[config.mk]
export PLATFORM = sky130hd
export DESIGN_NAME = fpdiv_special_resolver
export DESIGN_NICKNAME = d
export VERILOG_FILES = /design/src/rtl/fpdiv_pkg.sv /design/src/rtl/fpdiv_class_decode.sv /design/src/rtl/fpdiv_nan_pick.sv /design/src/rtl/fpdiv_special_sel.sv /design/src/rtl/fpdiv_special_resolver.sv
export SDC_FILE = /design/constraint.sdc
export NUM_CORES = 1
export LEC_CHECK = 0
export ABC_AREA = 1
export CORE_AREA = 2 2 39 41
export DETAILED_ROUTE_END_ITERATION = 8
export DIE_AREA = 0 0 41 43
export SYNTH_ARGS = -nofsm -noshare
export SYNTH_HDL_FRONTEND = slang
export SYNTH_SLANG_ARGS = --single-unit
[constraint.sdc]
create_clock -name vclk -period 1
set_clock_uncertainty 0.2 [all_clocks]
set_input_delay 0.2 -clock vclk [all_inputs]
set_output_delay 0.2 -clock vclk [all_outputs]
set_load 0.1 [all_outputs]
[src/rtl/fpdiv_pkg.sv]
package fpdiv_pkg;

  localparam int CLASS_W = 3;
  localparam int SRC_W   = 2;

  typedef enum logic [CLASS_W-1:0] {
    CLS_ZERO = 3'd0,
    CLS_NORM = 3'd1,
    CLS_INF  = 3'd2,
    CLS_QNAN = 3'd3,
    CLS_SNAN = 3'd4
  } fp_class_e;

  typedef enum logic [SRC_W-1:0] {
    SRC_NONE = 2'd0,
    SRC_A    = 2'd1,
    SRC_B    = 2'd2
  } payload_src_e;

  typedef struct packed {
    logic zero;
    logic norm;
    logic inf;
    logic nan;
    logic snan;
  } class_bits_t;

  // Map a raw code onto the canonical class; spare codes fold to quiet NaN.
  function automatic fp_class_e canon_class(input logic [CLASS_W-1:0] raw);
    fp_class_e c;
    case (raw)
      3'd0:    c = CLS_ZERO;
      3'd1:    c = CLS_NORM;
      3'd2:    c = CLS_INF;
      3'd4:    c = CLS_SNAN;
      default: c = CLS_QNAN;
    endcase
    return c;
  endfunction

  // Dividend wins the NaN contest only if it is the sole NaN or the sole
  // signalling NaN; every tie goes to the divisor.
  function automatic logic nan_prefers_dividend(input class_bits_t a,
                                                input class_bits_t b);
    return a.nan && (!b.nan || (a.snan && !b.snan));
  endfunction

endpackage

[src/rtl/fpdiv_class_decode.sv]
module fpdiv_class_decode
  import fpdiv_pkg::*;
#(
  parameter int CW = CLASS_W
) (
  input  logic [CW-1:0] code,
  output class_bits_t   bits
);
  fp_class_e c;

  always_comb begin
    c         = canon_class(code);
    bits.zero = (c == CLS_ZERO);
    bits.norm = (c == CLS_NORM);
    bits.inf  = (c == CLS_INF);
    bits.snan = (c == CLS_SNAN);
    bits.nan  = (c == CLS_QNAN) || (c == CLS_SNAN);
  end
endmodule

[src/rtl/fpdiv_nan_pick.sv]
module fpdiv_nan_pick
  import fpdiv_pkg::*;
(
  input  class_bits_t a_bits,
  input  class_bits_t b_bits,
  output logic        any_nan,
  output logic        pick_a
);
  assign any_nan = a_bits.nan | b_bits.nan;
  assign pick_a  = nan_prefers_dividend(a_bits, b_bits);
endmodule

[src/rtl/fpdiv_special_sel.sv]
module fpdiv_special_sel
  import fpdiv_pkg::*;
(
  input  class_bits_t           a_bits,
  input  class_bits_t           b_bits,
  input  logic                  a_sign,
  input  logic                  b_sign,
  input  logic                  any_nan,
  input  logic                  pick_a,
  output logic [CLASS_W-1:0]    res_class,
  output logic                  res_sign,
  output logic [SRC_W-1:0]      payload_src,
  output logic                  flag_invalid,
  output logic                  flag_divzero,
  output logic                  res_valid,
  output logic                  dispatch
);
  logic xsign;
  logic a_special;
  logic same_special;

  assign xsign        = a_sign ^ b_sign;
  assign a_special    = a_bits.inf | a_bits.zero;
  assign same_special = (a_bits.inf & b_bits.inf) | (a_bits.zero & b_bits.zero);

  always_comb begin
    res_class    = CLS_NORM;
    res_sign     = xsign;
    payload_src  = SRC_NONE;
    flag_invalid = 1'b0;
    flag_divzero = 1'b0;
    res_valid    = 1'b1;
    dispatch     = 1'b0;
    if (any_nan) begin
      res_class   = CLS_QNAN;
      res_sign    = pick_a ? a_sign : b_sign;
      payload_src = pick_a ? SRC_A : SRC_B;
    end else if (a_special) begin
      if (same_special) begin
        res_class    = CLS_QNAN;
        res_sign     = 1'b0;
        flag_invalid = 1'b1;
      end else begin
        res_class   = a_bits.inf ? CLS_INF : CLS_ZERO;
        res_sign    = a_sign;
        payload_src = SRC_A;
      end
    end else if (b_bits.inf) begin
      res_class = CLS_ZERO;
    end else if (b_bits.zero) begin
      res_class    = CLS_INF;
      flag_divzero = 1'b1;
    end else begin
      res_valid = 1'b0;
      dispatch  = 1'b1;
    end
  end
endmodule

[src/rtl/fpdiv_special_resolver.sv]
module fpdiv_special_resolver
  import fpdiv_pkg::*;
(
  input  logic [2:0] a_class,
  input  logic       a_sign,
  input  logic [2:0] b_class,
  input  logic       b_sign,
  output logic [2:0] res_class,
  output logic       res_sign,
  output logic [1:0] payload_src,
  output logic       flag_invalid,
  output logic       flag_divzero,
  output logic       res_valid,
  output logic       dispatch
);
  localparam int NOPS = 2;

  logic [NOPS-1:0][CLASS_W-1:0] op_code;
  class_bits_t                  op_bits [NOPS];
  class_bits_t                  a_bits;
  class_bits_t                  b_bits;
  logic                         any_nan;
  logic                         pick_a;

  assign op_code[0] = a_class;
  assign op_code[1] = b_class;

  for (genvar i = 0; i < NOPS; i++) begin : g_dec
    fpdiv_class_decode #(.CW(CLASS_W)) u_dec (
      .code (op_code[i]),
      .bits (op_bits[i])
    );
  end

  assign a_bits = op_bits[0];
  assign b_bits = op_bits[1];

  fpdiv_nan_pick u_nan (
    .a_bits  (a_bits),
    .b_bits  (b_bits),
    .any_nan (any_nan),
    .pick_a  (pick_a)
  );

  fpdiv_special_sel u_sel (
    .a_bits       (a_bits),
    .b_bits       (b_bits),
    .a_sign       (a_sign),
    .b_sign       (b_sign),
    .any_nan      (any_nan),
    .pick_a       (pick_a),
    .res_class    (res_class),
    .res_sign     (res_sign),
    .payload_src  (payload_src),
    .flag_invalid (flag_invalid),
    .flag_divzero (flag_divzero),
    .res_valid    (res_valid),
    .dispatch     (dispatch)
  );
endmodule

* Word level (Yosys, flattened, before mapping) *
Index checks and enable logic that the tools add are counted.

storage, ports and cells
  bits of input ports = 8
  output and inout bits = 10
  register bits = 0
  word-level logic and storage cells = 59

operators by class
  mux-type cells = 30
  equality and inequality tests = 12
  reductions and logical operators = 11
  bitwise gates (word level) = 6

operators with widths
  operator                                        number
  case mux 3 bit (4 select lines)                 2
  2-to-1 mux 1 bit                                19
  == test 3 x 2 -> 1 bit (second input constant)  6
  == test 3 bit (second input constant)           4
  zero test 3 bit                                 4
  2-to-1 mux 3 bit                                4
  2-to-1 mux 2 bit                                5
  == test 3 x 1 -> 1 bit (second input constant)  2
  logical OR 1 bit                                3
  OR 1 bit                                        3
  AND 1 bit                                       2
  logical AND 1 bit                               2
  zero test 1 bit                                 2
  bitwise XOR 1 bit                               1

* Logic depth before layout (Yosys ltp) *
Gate-level depths: netlist of the first run.

  depth in word-level cells = 9
  mapped depth = 7
  mapped depth without buffers = 7

* Hierarchy *
Synthesis of the first run repeated with hierarchy kept, for this count alone.

unflattened totals
  cell total of the unflattened synthesis = 64
  area, all modules = 266.5 µm²

modules (own cells, without submodules)
  module              sequential area each (µm²)  times used  cells each  area each (µm²)
  fpdiv_special_sel   0.0                         1           33          146.4
  fpdiv_class_decode  0.0                         2           13          48.8
  fpdiv_nan_pick      0.0                         1           5           22.5

* Least setup slack after synthesis of the first run *
OpenSTA, ideal clock, no wires.

  kind = input -> output
  start = input port a_class[1]
  end = output port res_valid
  buffers on the path = 0
  path slack = -1430 ps
  cell stages on the path = 4
  arrival time = 2030 ps
  data required time = 600 ps
  path through = a21oi_1 -> nand2_2 -> nor2_2 -> inv_1

on the way
  longest elaborated chain between the ends = 6
  elaborated cells between the ends (all ways) = 14
  classes of those cells = 6 x eq/ne; 3 x mux; 2 x bitwise; 3 x reduce/logical

ends and longest elaborated chain
  element                                         line                                               source
  start: declaration                              fpdiv_special_resolver.sv:4                        input logic [2:0] a_class,
  == test 3 bit (tied with other cells)           fpdiv_pkg.sv:31                                    case (raw)
  case mux 3 bit (4 select lines) (*)             fpdiv_pkg.sv:31
  == test 3 x 2 -> 1 bit (tied with other cells)  fpdiv_class_decode.sv:15                           bits.inf = (c == CLS_INF);
  OR 1 bit or logical OR 1 bit (tied branches)    fpdiv_special_sel.sv:23, fpdiv_class_decode.sv:17
  2-to-1 mux 1 bit or OR 1 bit (tied branches)    fpdiv_special_sel.sv:38, fpdiv_nan_pick.sv:9
  2-to-1 mux 1 bit (*)                            fpdiv_special_sel.sv:34                            if (any_nan) begin
  end: declaration                                fpdiv_special_resolver.sv:13                       output logic res_valid,

Mark *: on every way between the ends. The rest lies on a longest branch, timed or not.

* Final worst setup path of the first run *
  start = input port a_class[2]
  end = output port payload_src[0]

on the way
  longest elaborated chain between the ends = 8
  elaborated cells between the ends (all ways) = 22
  classes of those cells = 6 x eq/ne; 5 x mux; 5 x bitwise; 6 x reduce/logical

ends and longest elaborated chain
  element                                                line                                              source
  == test 3 bit (tied with other cells)                  fpdiv_pkg.sv:31
  case mux 3 bit (4 select lines) (*)                    fpdiv_pkg.sv:31
  == test 3 x 2 -> 1 bit (tied with other cells)         fpdiv_class_decode.sv:15
  AND 1 bit or logical AND 1 bit (tied branches)         fpdiv_special_sel.sv:24, fpdiv_pkg.sv:45
  OR 1 bit or logical OR 1 bit (tied branches)           fpdiv_special_sel.sv:24, fpdiv_pkg.sv:45
  2-to-1 mux 1 bit or logical AND 1 bit (tied branches)  fpdiv_special_sel.sv:39, fpdiv_pkg.sv:45
  2-to-1 mux 2 bit, on equally long branches             fpdiv_special_sel.sv:38, fpdiv_special_sel.sv:37
  2-to-1 mux 2 bit (*)                                   fpdiv_special_sel.sv:34
  end: declaration                                       fpdiv_special_resolver.sv:10                      output logic [1:0] payload_src,

Marks and branches as above.

==> impl_metrics.tcl, run 1 <==
set metrics [dict create \
    rows 14 \
    ys_seq_area_frac 0 \
    layout.area.seq_um2 0 \
    status "complete, but fails checks" \
    clkbuf_count 0 \
    fin_crit_ns 1.51 \
    crit_chain "buf_8, nor2_4, buf_6, buf_4, nand3_2, nand2_8, buf_12" \
    vias 451 \
    portBuffers 17 \
    ios 18 \
    drtIter0Drc 6 \
    core-area_mm2 0.00138 \
    netlist.top_cell.by_area "nand2_1" \
    crit_arrival_ns 1.11 \
    flops_and_latches 0 \
    gr-usage-all-layers 0.150 \
    violations "setup timing" \
    antenna_found_initial 0 \
    area_delta_synth_final_pct 280 \
    grt_overflow 0 \
    slowest_delay_ns 0.17 \
    cts_hold_buf 0 \
    syn_inst 52 \
    ant_nets 0 \
    wirelength_um 1080 \
    die_w_um 41 \
    post_dp_cell_area_um2 825 \
    drc 0 \
    finalHoldViolations 0 \
    rsz0062_at_grt "yes" \
    cellPowerDensity_mw_per_mm2 607 \
    hold_class "input port to output port" \
    max_freq_mhz 662 \
    vdd_drop_max_mv 0.404 \
    drv_slew 0 \
    hpwlAfterDp_um 802 \
    die_h_um 43 \
    cap_violations 0 \
    fin_crit_sh 1.51 \
    wire_per_inst_um 10.4 \
    mappedNetlistArea_um2 250 \
    fin_ws_ns -0.511 \
    yosys-top-cells-area "nand2_1 19%, inv_1 15%, nand3_1 14%" \
    drtPass1Iterations 3 \
    grt_max_degree 6 \
    avgSynthCellArea_um2 4.81 \
    yosysTopAreaCellShare 0.195 \
    required_ns 0.60 \
    critPathLaunch "a_class[2]" \
    syn-num-nets 60 \
    n_antenna_cell 0 \
    layout-drive-gt1-share 0.852 \
    synth_common_cells "13 x nand2_1, 10 x inv_1, 8 x nor2_1, 7 x nand3_1, 3 x inv_2" \
    place_ws_ns -1.04 \
    power_leakage_nw 0.418 \
    cp-start-kind "input port" \
    grt_pass1_wl_um 1930 \
    end_kind "output port" \
    critPathKind "input port to output port" \
    final_area_um2 952 \
    slowest_stage "nor2_4" \
    place.gp.congestion 0.709 \
    synth.most_common_cell "nand2_1" \
    avgViaCountPerCell 4.34 \
    yosysUniqueCellTypes 14 \
    final_nets 98 \
    cp-endpoint "payload_src[0]" \
    setup_viol 9 \
    initial_utilization 0.181 \
    die-area_mm2 0.00176 \
    first_global_vias 454 \
    path_max_fanout 5 \
    ys_warn_count 0 \
]
## power by group
part	internal [mW]	switching, mW	leakage [nW]
registers	0	0	0
logic	0.232	0.346	0.418
clock network	0	0	0
total	0.232	0.346	0.418
## worst min-delay path by stage
stage / from / endpoint / depth (start not counted)
after floorplan: b_class[0] / flag_divzero / 3
after global placement: b_sign / res_sign / 6
after detailed placement: b_sign / res_sign / 6
after CTS: a_class[2] / payload_src[1] / 4
after global routing: a_class[2] / payload_src[1] / 4
final: a_class[2] / payload_src[1] / 4
## layout make-up
cell class	instances	area (um2)
repair buffers	37	453
fillers	107	432
multi-input cells	38	414
inverters	13	65.1
well taps	16	20.0
## per-stage QoR
| step | setup TNS (ns) | total power [mW] | util | hold slack, ns | instances |
|---|---|---|---|---|---|
| floorplan | -3.77 | 0.307 | - | 0.418 | 52 |
| global placement | -8.63 | 0.514 | 0.596 | 1.06 | 101 |
| detailed placement | -8.78 | 0.517 | 0.596 | 1.07 | 101 |
| CTS | -4.24 | 0.566 | 0.671 | 0.657 | 105 |
| global route | -4.54 | 0.604 | 0.688 | 0.659 | 104 |
| finish | -4.21 | 0.578 | 0.688 | 0.643 | 104 |
## layout by cell type (no fill, tap or decap)
cell            n
a21oi_4         2
inv_4           2
buf_8           1
nand2_8         2
nand2_1         4
buf_6          14
nand3_4         3
nor2_2          2
buf_12          9
clkinvlp_4      1
a31oi_4         1
nand3_2         3
nand3_1         1
nor2_1          3
inv_1           2
inv_2           7
nand2_2         3
o2111ai_4       1
inv_8           1
nor2_4          6
nand4_4         1
buf_4          11
conb_1          1
nand2_4         5
dlygate4sd2_1   2
## what timing repair did
| item | CTS | global route |
|---|---|---|
| resized for setup | 61 | 9 |
| endpoints found under the setup margin | 9 | 9 |
| buffers inserted | 4 | 0 |
| cloned | 0 | 0 |
| pin swaps | 15 | 13 |
| hold endpoints to repair | 0 | 0 |
## worst max-delay path: cells and delay by family
family,cells,cell delay [ns]
buf+inv,4,0.52
simple gates,3,0.38
## kinds of logic after synthesis
| logic type | synth area share |
|---|---|
| compound gates | 0.100 |
| buf+inv | 0.225 |
| other cells | 0.0150 |
| simple gates | 0.660 |
## layer usage
layer / share of wire / track usage / up-vias
li1: - / - / 234
met1: 0.38 / 0.196 / 203
met2: 0.55 / 0.263 / 14
met3: 0.062 / 0.0105 / 0
met4: 0 / 0.0133 / 0
met5: 0 / 0 / -
No activity file was read; power rests on OpenSTA's default activity.
==> run 2, diff against run 1 <==
Settings changed: GPL_TIMING_DRIVEN from default to 1.
==> results of run 2 <==
No change in the layout: final DEF, timing and power equal those of run 1.
==> run 3, diff against run 2 <==
Settings changed: REMOVE_ABC_BUFFERS from default to 1.
==> run 3 against run 2 <==
  * The run still ends with setup timing left
  * Hold slack got worse by 0.10 ns
  * Die area did not move
  * Non-clock buffer count fell by 13
  * Sequential share of layout area did not move
  * Via count fell by 11%
  * Global-route usage fell by 0.90 points
  * Fmax rose by 1.0%
  * Final cell count fell by 13%
  * Total power fell by 11%
  * First-iteration DRC count fell by 100%
  * Largest power group unchanged
==> impl_metrics.tcl, run 3 (synthesized netlist as in run 1, its figures left out) <==
set metrics [dict create \
    status "complete, but fails checks" \
    violations "setup timing" \
    antenna_found_initial 0 \
    max_freq_mhz 669 \
    cellPowerDensity_mw_per_mm2 646 \
    n_antenna_cell 0 \
    ios 18 \
    rsz0062_at_grt "yes" \
    critPathKind "input port to output port" \
    avgViaCountPerCell 4.41 \
    place_ws_ns -0.953 \
    die_h_um 43 \
    layout_common_cells "11 x buf_12, 7 x nand2_1, 7 x buf_4" \
    end_kind "output port" \
    grt_overflow 0 \
    crit_arrival_ns 1.10 \
    finalHoldViolations 0 \
    cts_hold_buf 0 \
    vdd_drop_max_mv 0.370 \
    die-area_mm2 0.00176 \
    area_delta_synth_final_pct 218 \
    required_ns 0.60 \
    clkbuf_count 0 \
    layout-drive-gt1-share 0.733 \
    drc 0 \
    hpwlAfterDp_um 622 \
    cap_violations 0 \
    final_nets 85 \
    final_util 0.576 \
    portBuffers 17 \
    fin_crit_ns 1.50 \
    setup_viol 9 \
    cp-start-kind "input port" \
    drtIter0Drc 0 \
    drv_slew 0 \
    core-area_mm2 0.00138 \
    mostFrequentLayoutCell "buf_12" \
    final_area_um2 797 \
    grt_max_degree 7 \
    vias 401 \
    path_max_fanout 6 \
    drtPass1Iterations 1 \
    hold_depth 3 \
    ant_nets 0 \
    die_w_um 41 \
    post_dp_cell_area_um2 523 \
    wirelength_um 1060 \
    wire_per_inst_um 11.6 \
    fin_ws_ns -0.496 \
    place.gp.congestion 0.775 \
    grt_pass1_wl_um 1810 \
    hold_class "input port to output port" \
    fin_crit_sh 1.50 \
    layout.area.seq_um2 0 \
    initial_utilization 0.181 \
    flops_and_latches 0 \
    power_leakage_nw 0.347 \
    first_global_vias 437 \
    rows 14 \
    gr-usage-all-layers 0.141 \
]
[run 3: cell count changes in the layout (fill, tap and decap cells not counted), sizes merged]
| cell | previous run | this run |
|---|---|---|
| inv | 12 | 13 |
| buf | 35 | 21 |
| clkbuf | 0 | 1 |
| clkinvlp | 1 | 0 |
[run 3: metrics by stage]
step	cells	total power, mW	setup TNS [ns]	hold slack, ns
after floorplan	51	0.238	-8.42	0.538
after global placement	84	0.385	-7.87	1.03
after detailed placement	84	0.387	-7.90	1.03
after CTS	89	0.474	-3.71	0.564
after global routing	91	0.533	-4.09	0.550
final	91	0.515	-3.81	0.540
[run 3: layout make-up]
| type | count | area (um2) |
|---|---|---|
| Fill cell | 113 | 587 |
| Inverter | 13 | 66.3 |
| Multi-Input combinational cell | 38 | 350 |
| Tap cell | 16 | 20.0 |
| Timing Repair Buffer | 24 | 360 |
[run 3: final timing paths]
path / from / to / slack, ns
hold / removal: a_class[2] / payload_src[1] / 0.54
setup / recovery: a_class[2] / res_class[0] / -0.50
[run 3: timing repair]
action                                  CTS  global route
buffers inserted                          5             2
endpoints found under the setup margin    9             9
pin swaps                                16             9
gates resized for setup                  81            16
[run 3: metal layers]
| layer | wire length [um] | track usage |
|---|---|---|
| met1 | 360 | 0.158 |
| met2 | 673 | 0.269 |
| met3 | 14 | 0.00524 |
| met4 | 12 | 0.0267 |
| met5 | 0 | 0 |
[run 3: worst max-delay path, cell delays in order]
cell	delay (ns)
buf_12	0.11
nor2_4	0.20
nand4_4	0.16
buf_4	0.18
nand3_2	0.07
buf_12	0.17
[run 3: report_power, final]
| part | total [mW] | leakage (nW) | switching (mW) | internal [mW] |
|---|---|---|---|---|
| logic | 0.515 | 0.347 | 0.319 | 0.196 |
| clock network | 0 | 0 | 0 | 0 |
| registers | 0 | 0 | 0 | 0 |
